==> src/rtl/suspSeqPkg.sv <==
package suspSeqPkg;

  typedef enum logic [2:0] {
    ST_IDLE,
    ST_REQ,
    ST_HALT,
    ST_STOPPED,
    ST_DELAY,
    ST_RELEASE
  } seqState_e;

  typedef enum logic [1:0] {
    KIND_HALT,
    KIND_FULL,
    KIND_STOPCLK
  } seqKind_e;

  typedef struct packed {
    logic loadPll;
    logic loadShort;
    logic setWake;
    logic clrWake;
  } seqStrobe_t;

endpackage

==> src/rtl/suspSeqData.sv <==
module suspSeqData
  import suspSeqPkg::*;
#(
  parameter int PLL_W       = 4,
  parameter int SHORT_TICKS = 2
) (
  input  logic             clk,
  input  logic             rstN,
  input  seqStrobe_t       strb,
  input  logic [PLL_W-1:0] pllDelayCode,
  input  logic             tick,
  input  logic             wakeAny,
  output logic             delayDone,
  output logic             wakePending
);

  localparam int SHORT_W = $clog2(SHORT_TICKS + 1);
  localparam int CNT_W   = (SHORT_W > PLL_W) ? SHORT_W : PLL_W;

  logic [CNT_W-1:0] tickCnt;
  logic [CNT_W-1:0] pllLoad;

  // code 0 still waits one full tick
  always_comb begin
    pllLoad = CNT_W'(pllDelayCode);
    if (pllDelayCode == '0) pllLoad = CNT_W'(1);
  end

  always_ff @(posedge clk or negedge rstN) begin
    if (!rstN) begin
      tickCnt <= '0;
    end else if (strb.loadPll) begin
      tickCnt <= pllLoad;
    end else if (strb.loadShort) begin
      tickCnt <= CNT_W'(SHORT_TICKS);
    end else if (tick && tickCnt != '0) begin
      tickCnt <= tickCnt - CNT_W'(1);
    end
  end

  assign delayDone = tick && (tickCnt == CNT_W'(1));

  always_ff @(posedge clk or negedge rstN) begin
    if (!rstN) begin
      wakePending <= 1'b0;
    end else if (strb.clrWake) begin
      wakePending <= 1'b0;
    end else if (strb.setWake && wakeAny) begin
      wakePending <= 1'b1;
    end
  end

  AST_LOAD_NONZERO: assert property (@(posedge clk) disable iff (!rstN)
    (strb.loadPll || strb.loadShort) |=> (tickCnt != '0));

  AST_WAKE_KEPT: assert property (@(posedge clk) disable iff (!rstN)
    (strb.setWake && wakeAny && !strb.clrWake) |=> wakePending);

endmodule

==> src/rtl/suspSeqCtrl.sv <==
module suspSeqCtrl
  import suspSeqPkg::*;
(
  input  logic       clk,
  input  logic       rstN,
  input  logic       haltCmdWr,
  input  logic       stopClkCmdWr,
  input  logic       fullSuspMode,
  input  logic       suspAckN,
  input  logic       wakeAny,
  input  logic       delayDone,
  input  logic       wakePending,
  output seqStrobe_t strb,
  output logic       suspReqN,
  output logic       clkStopOut,
  output logic       busy
);

  seqState_e state, stateNext;
  seqKind_e  kind, kindNext;
  logic      wakeSeen;

  always_ff @(posedge clk or negedge rstN) begin
    if (!rstN) begin
      state <= ST_IDLE;
      kind  <= KIND_HALT;
    end else begin
      state <= stateNext;
      kind  <= kindNext;
    end
  end

  assign wakeSeen = wakePending || wakeAny;

  always_comb begin
    stateNext = state;
    kindNext  = kind;
    strb      = '0;
    unique case (state)
      ST_IDLE: begin
        if (stopClkCmdWr) begin
          stateNext = ST_REQ;
          kindNext  = KIND_STOPCLK;
        end else if (haltCmdWr) begin
          stateNext = ST_REQ;
          kindNext  = fullSuspMode ? KIND_FULL : KIND_HALT;
        end
      end
      ST_REQ: begin
        strb.setWake = 1'b1;
        if (!suspAckN) begin
          if (kind == KIND_HALT) begin
            stateNext = wakeSeen ? ST_RELEASE : ST_HALT;
          end else if (wakeSeen) begin
            stateNext      = ST_DELAY;
            strb.loadPll   = (kind == KIND_FULL);
            strb.loadShort = (kind == KIND_STOPCLK);
          end else begin
            stateNext = ST_STOPPED;
          end
        end
      end
      ST_HALT: begin
        if (wakeAny) stateNext = ST_RELEASE;
      end
      ST_STOPPED: begin
        if (wakeAny) begin
          stateNext      = ST_DELAY;
          strb.loadPll   = (kind == KIND_FULL);
          strb.loadShort = (kind == KIND_STOPCLK);
        end
      end
      ST_DELAY: begin
        if (delayDone) stateNext = ST_RELEASE;
      end
      ST_RELEASE: begin
        if (suspAckN) begin
          stateNext    = ST_IDLE;
          strb.clrWake = 1'b1;
        end
      end
      default: stateNext = ST_IDLE;
    endcase
  end

  assign suspReqN   = (state == ST_IDLE) || (state == ST_RELEASE);
  assign clkStopOut = (state == ST_STOPPED);
  assign busy       = (state != ST_IDLE);

  AST_START_REQ: assert property (@(posedge clk) disable iff (!rstN)
    (!busy && (haltCmdWr || stopClkCmdWr)) |=> (busy && !suspReqN));

  AST_STOP_AFTER_ACK: assert property (@(posedge clk) disable iff (!rstN)
    $rose(clkStopOut) |-> $past(!suspAckN));

  AST_STOP_HOLDS_REQ: assert property (@(posedge clk) disable iff (!rstN)
    clkStopOut |-> !suspReqN);

  AST_HALT_NO_STOP: assert property (@(posedge clk) disable iff (!rstN)
    (busy && kind == KIND_HALT) |-> !clkStopOut);

  AST_IDLE_QUIET: assert property (@(posedge clk) disable iff (!rstN)
    !busy |-> (suspReqN && !clkStopOut));

  AST_RELEASE_ON_DONE: assert property (@(posedge clk) disable iff (!rstN)
    (state == ST_DELAY && !delayDone) |=> !suspReqN);

  AST_BUSY_UNTIL_ACK: assert property (@(posedge clk) disable iff (!rstN)
    (busy && suspReqN && !suspAckN) |=> busy);

endmodule

==> src/rtl/suspSeqTop.sv <==
module suspSeqTop
  import suspSeqPkg::*;
#(
  parameter int PLL_W       = 4,
  parameter int DATA_W      = 8,
  parameter int SHORT_TICKS = 2
) (
  input  logic              clk,
  input  logic              rstN,
  input  logic              haltCmdWr,
  input  logic              stopClkCmdWr,
  input  logic [DATA_W-1:0] cmdData,
  input  logic              fullSuspMode,
  input  logic [PLL_W-1:0]  pllDelayCode,
  input  logic              suspAckN,
  input  logic              wakeIrq,
  input  logic              wakeSmi,
  input  logic              tick,
  output logic              suspReqN,
  output logic              clkStopOut,
  output logic              busy
);

  seqStrobe_t strb;
  logic       wakeAny;
  logic       delayDone;
  logic       wakePending;
  logic       dataUnused;

  assign wakeAny    = wakeIrq || wakeSmi;
  assign dataUnused = ^cmdData;

  suspSeqCtrl ctrl_i (
    .clk          (clk),
    .rstN         (rstN),
    .haltCmdWr    (haltCmdWr),
    .stopClkCmdWr (stopClkCmdWr),
    .fullSuspMode (fullSuspMode),
    .suspAckN     (suspAckN),
    .wakeAny      (wakeAny),
    .delayDone    (delayDone),
    .wakePending  (wakePending),
    .strb         (strb),
    .suspReqN     (suspReqN),
    .clkStopOut   (clkStopOut),
    .busy         (busy)
  );

  suspSeqData #(
    .PLL_W       (PLL_W),
    .SHORT_TICKS (SHORT_TICKS)
  ) data_i (
    .clk          (clk),
    .rstN         (rstN),
    .strb         (strb),
    .pllDelayCode (pllDelayCode),
    .tick         (tick),
    .wakeAny      (wakeAny),
    .delayDone    (delayDone),
    .wakePending  (wakePending)
  );

endmodule

==> config.mk <==
export PLATFORM = sky130hd
export DESIGN_NAME = suspSeqTop
export DESIGN_NICKNAME = d
export VERILOG_FILES = /design/src/rtl/suspSeqPkg.sv /design/src/rtl/suspSeqData.sv /design/src/rtl/suspSeqCtrl.sv /design/src/rtl/suspSeqTop.sv
export SDC_FILE = /design/constraint.sdc
export NUM_CORES = 1
export LEC_CHECK = 0
export ABC_AREA = 1
export BUFFER_PORTS_ARGS = -buffer_cell sky130_fd_sc_hd__buf_2
export CORE_MARGIN = 3
export CORE_UTILIZATION = 40
export DETAILED_ROUTE_END_ITERATION = 8
export MAX_ROUTING_LAYER = met4
export PLACE_DENSITY_LB_ADDON = 0.15
export SYNTH_ARGS = -nofsm -noshare
export SYNTH_HDL_FRONTEND = slang
export SYNTH_HIERARCHICAL = 1
export SYNTH_SLANG_ARGS = --single-unit
==> constraint.sdc <==
create_clock -name clk -period 1.9 [get_ports clk]
set_input_delay 0.19 -clock clk [delete_from_list [all_inputs] [get_ports clk]]
set_output_delay 0.19 -clock clk [all_outputs]
set_load 0.02 [all_outputs]
==> results.cfg <==
[status]
status = complete, no violations

[synthesis]
syn_area_per_cell_sq_um = 6.24
synthesis.nets = 154
synth_top_family_by_area = simple AND/OR/NAND/NOR gates
synth_seq_cells = 10
synth.top_cell.area_share_pct = 30.9
synth_most_common_cell = nand2_1
synthArstFlopShare_pct = 100
syn-instance-count = 130
yosys_warnings = 6
synth_compound_area_share_pct = 7.25
synth-xor-area-share_pct = 0
synth_simple_gate_area_share_pct = 47.1
yosys.area.top_type = dfrtp_1
synthTopCellsByCount = nand2_1 (43), inv_1 (17), nor2_1 (17)
synth_edf_count = 0
synthMuxAreaShare_pct = 0
ys_seq_area_share_pct = 30.9
synth.area.top_cells = dfrtp_1 (31%), nand2_1 (20%), nand3_1 (8.6%)
syn-cell-area_sq_um = 811
synth_flop_cell = dfrtp_1
synth-adder-area-share_pct = 4.63
yosysUniqueCellTypes = 20

[critical_path]
cp_top_family = compound AO/OA/AOI/OAI gates
end_kind = flip-flop
path_cells = nor2_1, nand2_1, o21ai_0, nor2_4, a22oi_1, nand2_1, o21ai_1
max_stage_delay_ps = 450
cp_common_cell = nand2_1
crit_buf_inv = 0
crit_fanout = 6
slowest_stage = dfrtp_1
cp.arrival_ps = 1780
crit_path_start_kind = flip-flop
path_class = reg -> reg
required_ps = 2080

[global_route]
grt_max_degree = 11
globalRouteMet2Util_pct = 24.5
use_met3_pct = 1.75
grt-ovfl-total = 0
met1_usage_pct = 22.2
busiest_layer = met2
antenna_found_initial = 0
track_usage_pct = 16.3
grt_pass1_wl_mm = 3.15
grt_pass1_vias = 763

[sta]
setup_viol = 0
slew_violations = 0
setup_tns_ps = 0
hold_viol = 0
finalCriticalPeriod_ps = 1600
skew_ps = 1.55
grt_setup_unrepaired = no
fin_crit_sh_pct = 84.1
relSlewSlack_pct = 76.4
holdWs_ps = 165
worst_slew_pin_slew_ps = 350
clock.fmax_mhz = 626

[detailed_routing]
wl_per_cell_um = 9.91
vias = 824
drtIter0Drc = 13
dr.pass1.iters = 4
wl_mm = 1.73
via_per_inst = 4.71
drc = 0
ant_nets = 0

[floorplan]
die_area_sq_um = 2600
initial_core_util_pct = 44.5
die_h_um = 51.0
coreArea_sq_um = 1820
chipWidth_um = 51.0
fp-row-count = 15
io_pins = 24

[cts]
h-tree-depth = 1
cts_buffer_depth = 2
clock_sinks = 10
cts_tree = built
cts_setup_buffers = 0
cts_root_buf = clkbuf_4
cts_resized = 0
cts.reportedPaths.clkPinSlew_ps = 60
hold_buffers = 1
insertion_delay_ps = 260
cts_buffers = 3

[placed_design]
port-buffer-count = 15
gp_congestion = 0.829
hpwl_mm = 1.51
dp.cells = 170

[cells_and_area]
antenna_cells = 0
drive_above_1_share_pct = 20.7
nFillCells = 208
instances_no_fill = 175
syn_to_final_growth_pct = 18.8
fin_nets = 175

[power_and_ir_drop]
powerDensity_nw_per_um2 = 1490
ir_drop_v = 0.000856
p_leak_nw = 0.567

[hold_path]
hp-class = in -> reg

[run]
max_cap_violations = 0
-- through the flow --
step	power (mW)	worst slack, ps	util (%)	instance area, sq um
finish	1.43	303	52.9	963
global placement	1.22	349	50.4	917
floorplan	1.06	449	-	811
global route	1.62	99.5	52.9	963
CTS	1.45	286	52.9	963
detailed placement	1.26	308	50.4	917
-- routing by layer --
layer / vias to the layer above / wire, um
met3: 2 / 61
met1: 360 / 910
met5: - / 0
met2: 15 / 753
met4: 0 / 8
li1: 447 / -
-- kinds of logic (layout without fill, tap and decap cells) --
family,count (synthesis),in the layout
simple gates,85,85
buf+inv,21,41
fa+ha+maj,3,3
compound gates,11,11
flops,10,10
-- final cells by class --
cell class | instances | area, sq um | area share [%]
Sequential cell | 10 | 250 | 26.0
Clock buffer | 4 | 36.3 | 3.77
Multi-Input combinational cell | 99 | 478 | 49.6
Tap cell | 25 | 31.3 | 3.25
Timing Repair Buffer | 17 | 92.6 | 9.61
Inverter | 20 | 75.1 | 7.79
-- worst reg2reg max path: cells and delay by family (launching register included) --
family	cells	cell delay, ps
AO/OA/AOI/OAI	3	610
flip-flops	1	450
AND/OR/NAND/NOR	4	490
-- state kept, by name, summed over array words and instances, names as in the netlist --
register            flops
ctrl_i/kind             2
data_i/tickCnt          4
ctrl_i/state            3
data_i/wakePending      1
-- final timing paths --
path | depth (start not counted) | to | slack [ps] | start
worst min register to register | 2 | data_i/tickCnt[3] | 550 | data_i/tickCnt[3]
max in group asynchronous | 2 | ctrl_i/state[1] | 1410 | rstN
worst max-delay path | 7 | data_i/tickCnt[1] | 300 | ctrl_i/state[2]
min in group asynchronous | 2 | data_i/wakePending | 310 | rstN
worst max register to register | 7 | data_i/tickCnt[1] | 300 | ctrl_i/state[2]
worst min-delay path | 3 | ctrl_i/kind[1] | 160 | stopClkCmdWr
-- placed cells by master (no fill, tap or decap) --
master,n
o21ai_0,5
o21ai_1,3
clkbuf_8,1
nand4_1,2
a22oi_1,1
nand2_4,1
dfrtp_1,10
clkbuf_4,3
o22ai_1,1
buf_4,1
nand2_2,2
nor2_1,17
nor2_4,2
inv_2,3
a21oi_1,1
buf_2,15
nand2_1,43
inv_1,17
ha_1,3
nand3b_1,1
dlygate4sd3_1,1
nand3_1,14
and3_2,1
nor2_2,2
-- where the power goes --
part           internal (mW)  switching, mW
logic                  0.295          0.527
clock network          0.116         0.0643
registers              0.312          0.117
total                  0.723          0.708
Note: power is estimated with default switching activity, not from simulation.
